## src/rtl/sdlc_loop_pkg.sv

```systemverilog
package sdlc_loop_pkg;
  localparam int PAT_W = 8;
  localparam int CNT_W = $clog2(PAT_W);
  localparam logic [PAT_W-1:0] FLAG_PAT = 8'b0111_1110;
  localparam logic [PAT_W-1:0] EOP_PAT  = 8'b0111_1111;

  typedef enum logic [2:0] {
    ST_OFF, ST_REPEAT, ST_OPEN, ST_BODY, ST_CLOSE, ST_EXTRA
  } loopState_t;

  // control -> datapath strobes
  typedef struct packed {
    logic repeatSel;   // copy raw receive level to the transmit line
    logic sendBit;     // decoded bit to encode when not repeating
  } txStrobe_t;
endpackage

```

## src/rtl/sdlc_loop_dp.sv

```systemverilog
module sdlc_loop_dp
  import sdlc_loop_pkg::*;
(
  input  logic       clk,
  input  logic       rstN,
  input  logic       bitEn,
  input  logic       rxLine,
  input  logic       nrziEn,
  input  txStrobe_t  strb,
  output logic       txLine,
  output logic       eopSeen,
  output logic       flagSeen,
  output logic       levelMismatch
);
  logic             rxPrev;
  logic [PAT_W-1:0] win;
  logic [PAT_W-1:0] winNext;
  logic             decBit;
  logic             encLevel;
  logic             txNext;

  // receive decode: NRZI zero is a level change
  assign decBit   = nrziEn ? (rxLine == rxPrev) : rxLine;
  assign winNext  = {win[PAT_W-2:0], decBit};
  assign eopSeen  = (winNext == EOP_PAT);
  assign flagSeen = (winNext == FLAG_PAT);

  // transmit encode
  assign encLevel      = nrziEn ? (strb.sendBit ? txLine : ~txLine) : strb.sendBit;
  assign txNext        = strb.repeatSel ? rxLine : encLevel;
  assign levelMismatch = (encLevel != rxLine);

  always_ff @(posedge clk or negedge rstN) begin
    if (!rstN) begin
      rxPrev <= 1'b1;
      win    <= '1;
      txLine <= 1'b1;
    end else if (bitEn) begin
      rxPrev <= rxLine;
      win    <= winNext;
      txLine <= txNext;
    end
  end
endmodule

```

## src/rtl/sdlc_loop_ctrl.sv

```systemverilog
module sdlc_loop_ctrl
  import sdlc_loop_pkg::*;
(
  input  logic       clk,
  input  logic       rstN,
  input  logic       bitEn,
  input  logic       cfgLoopEn,
  input  logic       cfgGoActive,
  input  logic       cfgNrzi,
  input  logic       cfgMarkIdle,
  input  logic       bodyValid,
  input  logic       bodyBit,
  input  logic       bodyLast,
  input  logic       eopSeen,
  input  logic       flagSeen,
  input  logic       levelMismatch,
  output txStrobe_t  strb,
  output logic       bodyReady,
  output logic       onLoop,
  output logic       loopSending
);
  localparam logic [CNT_W-1:0] CNT_LAST = CNT_W'(PAT_W - 1);

  loopState_t       state, stNext;
  logic [CNT_W-1:0] cnt, cntNext;
  logic             armed, armedNext;
  logic             flagBit;
  logic             cntWrap;
  loopState_t       leaveState;

  assign cntWrap    = (cnt == CNT_LAST);
  assign flagBit    = (cnt != '0) && !cntWrap;
  assign leaveState = cfgLoopEn ? ST_REPEAT : ST_OFF;

  always_comb begin
    strb.repeatSel = 1'b0;
    strb.sendBit   = 1'b1;
    unique case (state)
      ST_OFF:    strb.sendBit   = cfgMarkIdle ? 1'b1 : flagBit;
      ST_REPEAT: strb.repeatSel = 1'b1;
      ST_OPEN,
      ST_CLOSE:  strb.sendBit   = flagBit;
      ST_BODY:   strb.sendBit   = bodyValid ? bodyBit : 1'b1;
      ST_EXTRA:  strb.sendBit   = 1'b0;
      default:   strb.sendBit   = 1'b1;
    endcase
  end

  always_comb begin
    stNext    = state;
    cntNext   = cnt;
    armedNext = armed;
    unique case (state)
      ST_OFF: begin
        cntNext = cnt + CNT_W'(1);
        if (cfgLoopEn && eopSeen) begin
          stNext    = ST_REPEAT;
          cntNext   = '0;
          armedNext = 1'b0;
        end
      end
      ST_REPEAT: begin
        if (!cfgLoopEn) begin
          stNext  = ST_OFF;
          cntNext = '0;
        end else if (eopSeen) begin
          if (armed && cfgGoActive) begin
            stNext    = ST_OPEN;
            cntNext   = '0;
            armedNext = 1'b0;
          end else if (!cfgGoActive) begin
            armedNext = 1'b0;
          end
        end else if (flagSeen) begin
          armedNext = 1'b1;
        end
      end
      ST_OPEN: begin
        cntNext = cnt + CNT_W'(1);
        if (cntWrap) stNext = ST_BODY;
      end
      ST_BODY: begin
        if (bodyValid && bodyLast) begin
          stNext  = ST_CLOSE;
          cntNext = '0;
        end
      end
      ST_CLOSE: begin
        cntNext = cnt + CNT_W'(1);
        if (cntWrap) stNext = (cfgNrzi && levelMismatch) ? ST_EXTRA : leaveState;
      end
      ST_EXTRA: stNext = leaveState;
      default:  stNext = ST_OFF;
    endcase
  end

  always_ff @(posedge clk or negedge rstN) begin
    if (!rstN) begin
      state <= ST_OFF;
      cnt   <= '0;
      armed <= 1'b0;
    end else if (bitEn) begin
      state <= stNext;
      cnt   <= cntNext;
      armed <= armedNext;
    end
  end

  assign bodyReady   = (state == ST_BODY);
  assign onLoop      = (state != ST_OFF);
  assign loopSending = (state == ST_OPEN) || (state == ST_BODY) ||
                       (state == ST_CLOSE) || (state == ST_EXTRA);
endmodule

```

## src/rtl/sdlc_loop_station.sv

```systemverilog
module sdlc_loop_station
  import sdlc_loop_pkg::*;
(
  input  logic clk,
  input  logic rstN,
  input  logic bitEn,
  input  logic rxLine,
  input  logic cfgLoopEn,
  input  logic cfgGoActive,
  input  logic cfgNrzi,
  input  logic cfgMarkIdle,
  input  logic bodyValid,
  input  logic bodyBit,
  input  logic bodyLast,
  output logic bodyReady,
  output logic txLine,
  output logic onLoop,
  output logic loopSending
);
  txStrobe_t strb;
  logic      eopSeen, flagSeen, levelMismatch;

  sdlc_loop_ctrl u_ctrl (
    .clk, .rstN, .bitEn, .cfgLoopEn, .cfgGoActive, .cfgNrzi, .cfgMarkIdle,
    .bodyValid, .bodyBit, .bodyLast, .eopSeen, .flagSeen, .levelMismatch,
    .strb, .bodyReady, .onLoop, .loopSending
  );

  sdlc_loop_dp u_dp (
    .clk, .rstN, .bitEn, .rxLine, .nrziEn(cfgNrzi), .strb,
    .txLine, .eopSeen, .flagSeen, .levelMismatch
  );
endmodule

```

## config.mk

```make
export PLATFORM = sky130hd
export DESIGN_NAME = sdlc_loop_station
export DESIGN_NICKNAME = d
export VERILOG_FILES = /design/src/rtl/sdlc_loop_pkg.sv /design/src/rtl/sdlc_loop_dp.sv /design/src/rtl/sdlc_loop_ctrl.sv /design/src/rtl/sdlc_loop_station.sv
export SDC_FILE = /design/constraint.sdc
export NUM_CORES = 1
export LEC_CHECK = 0
export BUFFER_PORTS_ARGS = -buffer_cell sky130_fd_sc_hd__buf_2
export CORE_ASPECT_RATIO = 1.2
export CORE_UTILIZATION = 25
export CTS_CLUSTER_DIAMETER = 150
export DETAILED_ROUTE_END_ITERATION = 10
export HOLD_SLACK_MARGIN = 0.03
export SLEW_MARGIN = 5
export SYNTH_ARGS = -nofsm -noshare
export SYNTH_HDL_FRONTEND = slang
export SYNTH_SLANG_ARGS = --single-unit
```

## constraint.sdc

```tcl
create_clock -name clk -period 3.7 [get_ports clk]
set_input_delay 0.37 -clock clk [delete_from_list [all_inputs] [get_ports clk]]
set_output_delay 0.37 -clock clk [all_outputs]
set_load 0.05 [all_outputs]
```

; ---- Yosys cells after proc, flatten, opt, wreduce, memory -nomap -nowiden
; Index checks and enable logic that the tools add are counted.
; W data, S select, Z words.
[totals]
reg_bits = 16
in_bits = 11
output_inout_bits = 4
elab_cells = 76
[classes]
bitwise = 1
mux = 31
reduce_logical = 18
n_addsub = 1
n_eq_ne = 19
[op_table]
columns = cell, n
row1 = $mux W3, 13
row2 = $pmux W3 S6, 1
row3 = $eq A8 B7 Y1 const B, 2
row4 = $mux W1, 14
row5 = $pmux W3 S4, 1
row6 = $eq A3 B3 Y1 const B, 3
row7 = $ne A3 B2 Y1 const B, 3
row8 = $ne A2 B1 Y1 const B, 4
row9 = $reduce_and A7 Y1, 1
row10 = $eq A3 B2 Y1 const B, 2
row11 = $reduce_and A6 Y1, 1
row12 = $reduce_bool A3 Y1, 2
row13 = $logic_and A1 B1 Y1, 5
row14 = $reduce_and A5 Y1, 1
row15 = $ne A4 B4 Y1 const B, 1
row16 = $pmux W1 S4, 1
row17 = $reduce_bool A4 Y1, 1
row18 = $add A3 B1 Y3 const B, 1
row19 = $eq A3 B1 Y1 const B, 1
row20 = $logic_not A3 Y1, 1
row21 = $logic_or A1 B1 Y1, 3
row22 = $ne A2 B2 Y1 const B, 1
row23 = $pmux W1 S2, 1
row24 = $reduce_bool A2 Y1, 1
row25 = 5 further kinds, 5

; ---- Depth between registers and ports, before layout
; Gate-level depths: netlist of the first run.
[depth]
depth_word = 12
mapped_depth = 7
depth_no_buf = 7

; ---- Modules after synthesis
; A second synthesis of the first run with hierarchy kept.
[unflattened]
hier_cells = 102
hier_area_um2 = 1032.2
[by_module_without_submodules]
columns = module, instances, seq_area_each_um2, cells_each, area_per_inst_um2
row1 = sdlc_loop_ctrl, 1, 175.2, 67, 588.1
row2 = sdlc_loop_dp, 1, 236.5, 35, 444.2

; ---- Worst setup path before layout of the first run
; Ideal clock, no wire load.
[synth_timing]
path_kind = register to register
startpoint = register u_ctrl.state[2]
endpoint = register u_ctrl.state[0]
t_arrival_ns = 1.732
n_path_buf = 1
slack_ns = 1.847
setup_ns = 0.121
path_stages_with_launch = 5
required_time_ns = 3.579
period_less_slack_ns = 1.853
cell_sequence = dfrtp_1 > buf_2 > xor2_1 > a221oi_1 > o22a_1
[synth_via]
elab_chain_cells = 10
elab_cells_between_ends = 22
cone_classes = eq/ne (12) / mux (6) / reduce/logical (4)
[synth_lines]
columns = element, line
row1 = "start, declared", sdlc_loop_ctrl.sv:24  ; loopState_t state, stNext;
row2 = "start signal, assigned", sdlc_loop_ctrl.sv:103  ; state <= stNext;
row3 = $eq A3 B3 Y1 / $eq A3 B2 Y1 (equally long branches), "sdlc_loop_ctrl.sv:38, sdlc_loop_ctrl.sv:53"
row4 = $reduce_or A2 Y1 (no source line), --
row5 = $pmux W1 S4, sdlc_loop_ctrl.sv:38  ; unique case (state)
row6 = $mux W1 (2 in a row), sdlc_loop_dp.sv:29  ; assign encLevel = nrziEn ? (strb.sendBit ? txLine : ~txLine) : strb.sendBit;
row7 = $ne A1 B1 Y1, sdlc_loop_dp.sv:31  ; assign levelMismatch = (encLevel != rxLine);
row8 = $logic_and A1 B1 Y1, sdlc_loop_ctrl.sv:90  ; if (cntWrap) stNext = (cfgNrzi && levelMismatch) ? ST_EXTRA : leaveState;
row9 = $mux W3 (2 in a row), sdlc_loop_ctrl.sv:90
row10 = $pmux W3 S6, sdlc_loop_ctrl.sv:53  ; unique case (state)
; Parallel ways exist; a longest one is shown, timed or not. The select of a mux whose other input is x is not followed.
; A chain may end at the register's enable or synchronous reset.

; ---- Final worst setup path of the first run
[layout_timing]
startpoint = register u_dp.rxPrev
endpoint = register u_ctrl.state[0]
[layout_via]
elab_chain_cells = 6
elab_cells_between_ends = 7
cone_classes = eq/ne (4) / mux (1) / reduce/logical (2)
[layout_lines]
columns = element, line
row1 = "start, declared", sdlc_loop_dp.sv:15  ; logic rxPrev;
row2 = "start signal, assigned", sdlc_loop_dp.sv:39  ; rxPrev <= rxLine;
row3 = $eq A1 B1 Y1 (*), sdlc_loop_dp.sv:23  ; assign decBit = nrziEn ? (rxLine == rxPrev) : rxLine;
row4 = $mux W1 (*), sdlc_loop_dp.sv:23
row5 = $eq A8 B7 Y1 (*), sdlc_loop_dp.sv:25  ; assign eopSeen = (winNext == EOP_PAT);
row6 = $logic_and A1 B1 Y1, sdlc_loop_ctrl.sv:56  ; if (cfgLoopEn && eopSeen) begin
row7 = $ne A2 B1 Y1 (no source line), --
row8 = $reduce_and A7 Y1 (no source line) (*), --
; Mark *: on every way between the ends. The rest lies on a longest branch, timed or not.

==> flow_summary.json, run 1 <==
{
  "grt_pass1_wl_mm": 3.43,
  "cts_tree": "built",
  "die_w_um": 59.1,
  "clk-insertion-delay-late_ns": 0.25,
  "reg2reg_slack_ns": 1.83,
  "clock_path_buffers": 2,
  "max_stage_delay_ns": 0.52,
  "drv_cap": 0,
  "drv_slew": 0,
  "powerDensity_mw_per_mm2": 852,
  "synth_area_per_cell_um2": 10.3,
  "synth_cells": 95,
  "cts_resized": 0,
  "wl_met2_mm": 1.07,
  "p_seq_frac": 0.345,
  "synth-seq-area-share": 0.420,
  "switching_power_mw": 0.441,
  "cts_hold_buf": 0,
  "ys.warnings.count": 0,
  "antenna_found_initial": 0,
  "critical_path_buf_inv_count": 0,
  "p_leak_nw": 0.498,
  "vias": 794,
  "crit_chain": "and2b_1, xnor2_1, a211o_1, or2_1, o22a_1",
  "hp-class": "in2async",
  "wl_mm": 2.08,
  "post-route-drc-count": 0,
  "path_max_fanout": 8,
  "wire_per_inst_um": 12.9,
  "port-buffer-count": 14,
  "drt-initial-drc-count": 11,
  "n_fill_cell": 376,
  "wl_met1_um": 915,
  "ioPinCount": 15,
  "tns_ns": 0,
  "crit_arrival_ns": 2.02,
  "max_freq_mhz": 534,
  "grt.overflow.total": 0,
  "post_cts_buffers": 0,
  "grt_pass1_vias": 764,
  "timing.slew.headroom": 0.727,
  "finalSetupViolations": 0,
  "initial_utilization": 0.265,
  "p_total_mw": 0.979,
  "n_antenna_cell": 0,
  "start_kind": "flip-flop",
  "clock_skew_ns": 0.00254,
  "worstMarginPinSlew_ns": 0.410,
  "wl_met3_um": 85,
  "drtPass1Iterations": 4,
  "status": "completed",
  "rows": 24,
  "cts-htree-levels": 1,
  "p_int_mw": 0.538,
  "die_y_um": 70.6,
  "ys.flop_type": "dfstp_2",
  "vdd_drop_max_v": 0.000466,
  "gp_congestion": 0.803,
  "dpl.hpwl_mm": 1.54,
  "synth-edff-count": 0,
  "synth_fp_nets": 109,
  "core_area_mm2": 0.00369,
  "cts_root_buf": "clkbuf_8",
  "layout-drive-gt1-share": 0.339,
  "vias_per_cell": 4.93,
  "path_clk_slew_ns": 0.07,
  "cp_slowest_cell": "dfstp_2",
  "finalCritPeriodShare": 0.506,
  "cp.required_ns": 3.84,
  "netlist_area_um2": 980,
  "cts.sinks": 16,
  "critPathTopFamily": "compound AO/OA/AOI/OAI gates",
  "clkPwrFrac": 0.160,
  "grt_max_degree": 17,
  "rsz0062_at_grt": "no",
  "synthArstFlopShare": 1.00,
  "ant_nets": 0,
  "grt_usage": 0.106,
  "comb_power_share": 0.495,
  "ys_seq_elements": 16,
  "cp-end-kind": "flip-flop",
  "maxUsedRoutingLayer": "met3",
  "netlist-cell-type-count": 39,
  "min_period_ns": 1.87,
  "num-nets-final": 124,
  "worstSetupPathType": "reg2reg",
  "finalHoldViolCount": 0,
  "dieArea_mm2": 0.00417,
  "cts_buffers": 3,
  "area_growth_pct": 17.2,
  "swShare": 0.451
}
[area by class of cell]
| cell class | instances | area [µm²] | area share |
|---|---|---|---|
| tap | 52 | 65.1 | 0.0566 |
| timing repair buffer | 14 | 70.1 | 0.0610 |
| multi-input combinational | 68 | 520 | 0.453 |
| sequential | 16 | 412 | 0.358 |
| inverter | 7 | 26.3 | 0.0229 |
| clock buffer | 4 | 55.1 | 0.0479 |
[metal layers]
metal  global-route usage  vias up
met5                    0        -
li1                     -      377
met4               0.0238        0
met3               0.0293        0
met1                0.134      401
met2                0.178       16
[kinds of logic (layout without fill, tap and decap cells)]
| group | after synthesis | after routing | share of synthesized area |
|---|---|---|---|
| adders and majority gates | 3 | 3 | 0.0383 |
| muxes | 10 | 10 | 0.111 |
| DFF | 16 | 16 | 0.420 |
| and+or+nand+nor | 24 | 24 | 0.147 |
| xor gates and xnor gates | 5 | 5 | 0.0447 |
| AOI/OAI and AO/OA | 26 | 26 | 0.190 |
| buffers and inverters | 11 | 25 | 0.0485 |
[power by group through the flow]
stage | Combinational [mW] | Clock (mW) | Sequential (mW)
after floorplan | 0.411 | 0 | 0.310
after global placement | 0.478 | 0 | 0.336
after detailed placement | 0.484 | 0 | 0.339
after CTS | 0.486 | 0.159 | 0.336
after global routing | 0.533 | 0.168 | 0.346
final | 0.484 | 0.157 | 0.338
[placed cells by master (no fill, tap or decap), drive strengths merged, types with 2 or more instances in the layout]
master	instances
dfstp	9
a221oi	2
clkbuf	4
inv	7
mux2	7
nand4b	2
or2	2
o2bb2ai	2
dfrtp	7
nor2	7
and3	2
xor2	3
o22a	2
buf	14
mux2i	3
nand2	2
a21oi	4
xnor2	2
o21ai	5
ha	3
a22oi	4
[per-stage QoR]
step           area (µm²)  worst slack [ns]  hold WS, ns  std cells   util
5_1_grt              1150              1.76       0.0456        161  0.311
6_report             1150              1.83       0.0197        161  0.311
3_5_place_dp         1090              1.83        0.303        157  0.296
4_1_cts              1150              1.83       0.0320        161  0.311
2_1_floorplan         980              1.85       0.0744         95      -
3_3_place_gp         1090              1.88        0.304        157  0.296
[cell usage after synthesis (all sizes together) (2+ instances only)]
cell type | n | area (µm²)
xor2 | 3 | 26.3
nand4b | 2 | 17.5
a22oi | 4 | 30.0
ha | 3 | 37.5
nand2 | 2 | 7.51
mux2i | 3 | 30.0
dfrtp | 7 | 175
xnor2 | 2 | 17.5
o2bb2ai | 2 | 17.5
buf | 3 | 17.5
nor2 | 7 | 26.3
dfstp | 9 | 236
mux2 | 7 | 78.8
a21oi | 4 | 20.0
a221oi | 2 | 17.5
o22a | 2 | 18.8
and3 | 2 | 12.5
o21ai | 5 | 25.0
or2 | 2 | 12.5
inv | 7 | 26.3
[flip-flops by register name, indices dropped and copies added (netlist names)]
name / cells
u_ctrl.state: 3
u_ctrl.armed: 1
u_dp.txLine: 1
u_dp.win: 7
u_dp.rxPrev: 1
u_ctrl.cnt: 3
[worst reg2reg max path: cells and delay by family (launching register included)]
kind / cells / cell delay [ns]
AO/OA/AOI/OAI: 2 / 0.60
XOR/XNOR: 1 / 0.18
flip-flops: 1 / 0.52
AND/OR/NAND/NOR: 2 / 0.46
[path summary, 6_finish.rpt]
path	start	end	depth (start not counted)
worst min-delay path	rstN	u_ctrl.state[0]	1
max in group asynchronous	rstN	u_dp.win[1]	1
worst max register to register	u_dp.rxPrev	u_ctrl.state[0]	5
worst min register to register	u_ctrl.armed	u_ctrl.armed	1
min in group clk	rxLine	u_dp.rxPrev	2
worst max-delay path	u_dp.rxPrev	u_ctrl.state[0]	5
Note: power is estimated with default switching activity, not from simulation.
==> run 2, diff against run 1 <==
clock period = 1.7 ns   (was 3.7 ns; I/O delays follow)
==> flow_summary.json, run 2 (synthesis gave the netlist of run 1 again) <==
{
  "timing.slew.headroom": 0.759,
  "min_period_ns": 1.77,
  "status": "finished with violations",
  "vias_per_cell": 4.89,
  "clk-insertion-delay-late_ns": 0.26,
  "wire_per_inst_um": 14.2,
  "final_cell_mix": "14 x buf_2, 12 x buf_4, 9 x dfstp_2",
  "reg_top3": "u_dp.win x7, u_ctrl.cnt x3, u_ctrl.state x3",
  "grt_pass1_vias": 887,
  "regMostFlops": "u_dp.win",
  "finalHoldViolCount": 0,
  "start_kind": "flip-flop",
  "cts_tree": "built",
  "antenna_found_initial": 0,
  "rows": 24,
  "hp-class": "in2reg",
  "drt-initial-drc-count": 26,
  "drv_slew": 0,
  "layout-drive-gt1-share": 0.448,
  "n_antenna_cell": 0,
  "grt_max_degree": 17,
  "r2r_cells": 5,
  "layout_setup_ws_ns": -0.0740,
  "rsz0062_at_grt": "yes",
  "area_growth_pct": 34.6,
  "path_max_fanout": 5,
  "grt_usage": 0.129,
  "cts_root_buf": "clkbuf_8",
  "critical_path_buf_inv_count": 0,
  "n_fill_cell": 369,
  "cts_buffers": 3,
  "dieArea_mm2": 0.00417,
  "wl_mm": 2.51,
  "worstSetupPathType": "reg2reg",
  "dpl.hpwl_mm": 1.82,
  "crit_arrival_ns": 1.92,
  "violations": "negative setup slack",
  "clock_skew_ns": 0.00305,
  "min_to": "u_dp.rxPrev",
  "layout_commonest_cell": "buf_2",
  "ant_nets": 0,
  "grt_pass1_wl_mm": 4.08,
  "worstReg2RegEnd": "u_ctrl.state[0]",
  "layout.cells.non_filler": 177,
  "finalCritPeriodShare": 1.04,
  "vdd_drop_max_v": 0.000592,
  "grt.overflow.total": 0,
  "largest_reg_flops": 7,
  "placed_cells": 167,
  "hp-start": "rxLine",
  "path_clk_slew_ns": 0.07,
  "max_freq_mhz": 564,
  "worstMarginPinSlew_ns": 0.359,
  "reg2reg_slack_ns": -0.07,
  "gp_congestion": 0.806,
  "p_leak_nw": 0.588,
  "drv_cap": 0,
  "cp-end-kind": "flip-flop",
  "critPathTopFamily": "flip-flops",
  "port-buffer-count": 14,
  "cp_slowest_cell": "dfstp_2",
  "max_stage_delay_ns": 0.53,
  "powerDensity_mw_per_mm2": 1840,
  "post-route-drc-count": 0,
  "whs_ns": 0.258,
  "min_delay_path_depth": 2,
  "die_w_um": 59.1,
  "num-nets-final": 140,
  "core_area_mm2": 0.00369,
  "crit_chain": "and2b_1, xnor2_2, a211o_1, or2_1, o22a_1",
  "die_y_um": 70.6,
  "cts-htree-levels": 1,
  "ioPinCount": 15,
  "clock_path_buffers": 2,
  "rr_startpoint": "u_dp.rxPrev",
  "cts.sinks": 16,
  "finalSetupViolations": 4,
  "initial_utilization": 0.265,
  "vias": 865,
  "drtPass1Iterations": 4,
  "cp.required_ns": 1.84
}
## run 2: worst max-delay path by stage
stage | depth (start not counted) | slack (ns) | start | end
4_1_cts | 5 | -0.07 | u_dp.rxPrev | u_ctrl.state[0]
2_1_floorplan | 5 | 0.008 | u_dp.rxPrev | u_ctrl.state[0]
3_5_place_dp | 5 | -0.05 | u_dp.rxPrev | u_ctrl.state[0]
3_3_place_gp | 5 | -0.02 | u_dp.rxPrev | u_ctrl.state[0]
5_1_grt | 5 | -0.13 | u_dp.rxPrev | u_ctrl.state[0]
6_report | 5 | -0.07 | u_dp.rxPrev | u_ctrl.state[0]
## run 2: area by class of cell
type | instances | area [µm²] | area share
Clock buffer | 4 | 55.1 | 0.0417
Inverter | 7 | 26.3 | 0.0199
Multi-Input combinational cell | 68 | 557 | 0.422
Sequential cell | 16 | 412 | 0.312
Tap cell | 52 | 65.1 | 0.0493
Timing Repair Buffer | 30 | 204 | 0.155
## run 2: metal layers
metal	wire, µm	global-route usage	up-vias
met5	0	0	-
met4	48	0.0529	0
met3	69	0.0238	7
met2	1370	0.223	15
met1	1020	0.155	432
li1	-	-	411
## run 2: worst reg2reg max path, stage by stage (launching register included)
cell and delay, ns:
dfstp_2 0.53, and2b_1 0.20, xnor2_2 0.15, a211o_1 0.34
or2_1 0.26, o22a_1 0.18
## run 2: where the power goes
group          switching (mW)  internal (mW)
sequential              0.149          0.563
combinational           0.782          0.589
clock                   0.142          0.206
total                    1.07           1.36
## run 2: through the flow
stage | power (mW) | setup TNS [ns] | utilization | setup WS [ns] | instance area, µm²
floorplan | 1.59 | 0 | - | 0.00760 | 995
global route | 2.58 | -0.481 | 0.357 | -0.128 | 1320
CTS | 2.32 | -0.0848 | 0.340 | -0.0745 | 1260
finish | 2.43 | -0.185 | 0.357 | -0.0740 | 1320
global placement | 1.93 | -0.0152 | 0.320 | -0.0152 | 1180
detailed placement | 1.96 | -0.0474 | 0.320 | -0.0474 | 1180
## run 2: what timing repair did
| item | CTS | global route |
|---|---|---|
| hold buffers | 1 | 0 |
| setup buffers | 1 | 4 |
| setup endpoints to repair | 2 | 7 |
| endpoints found under the hold margin | 7 | 0 |
| gates resized for setup | 0 | 9 |
| pin swaps | 0 | 3 |
| gates cloned | 0 | 0 |
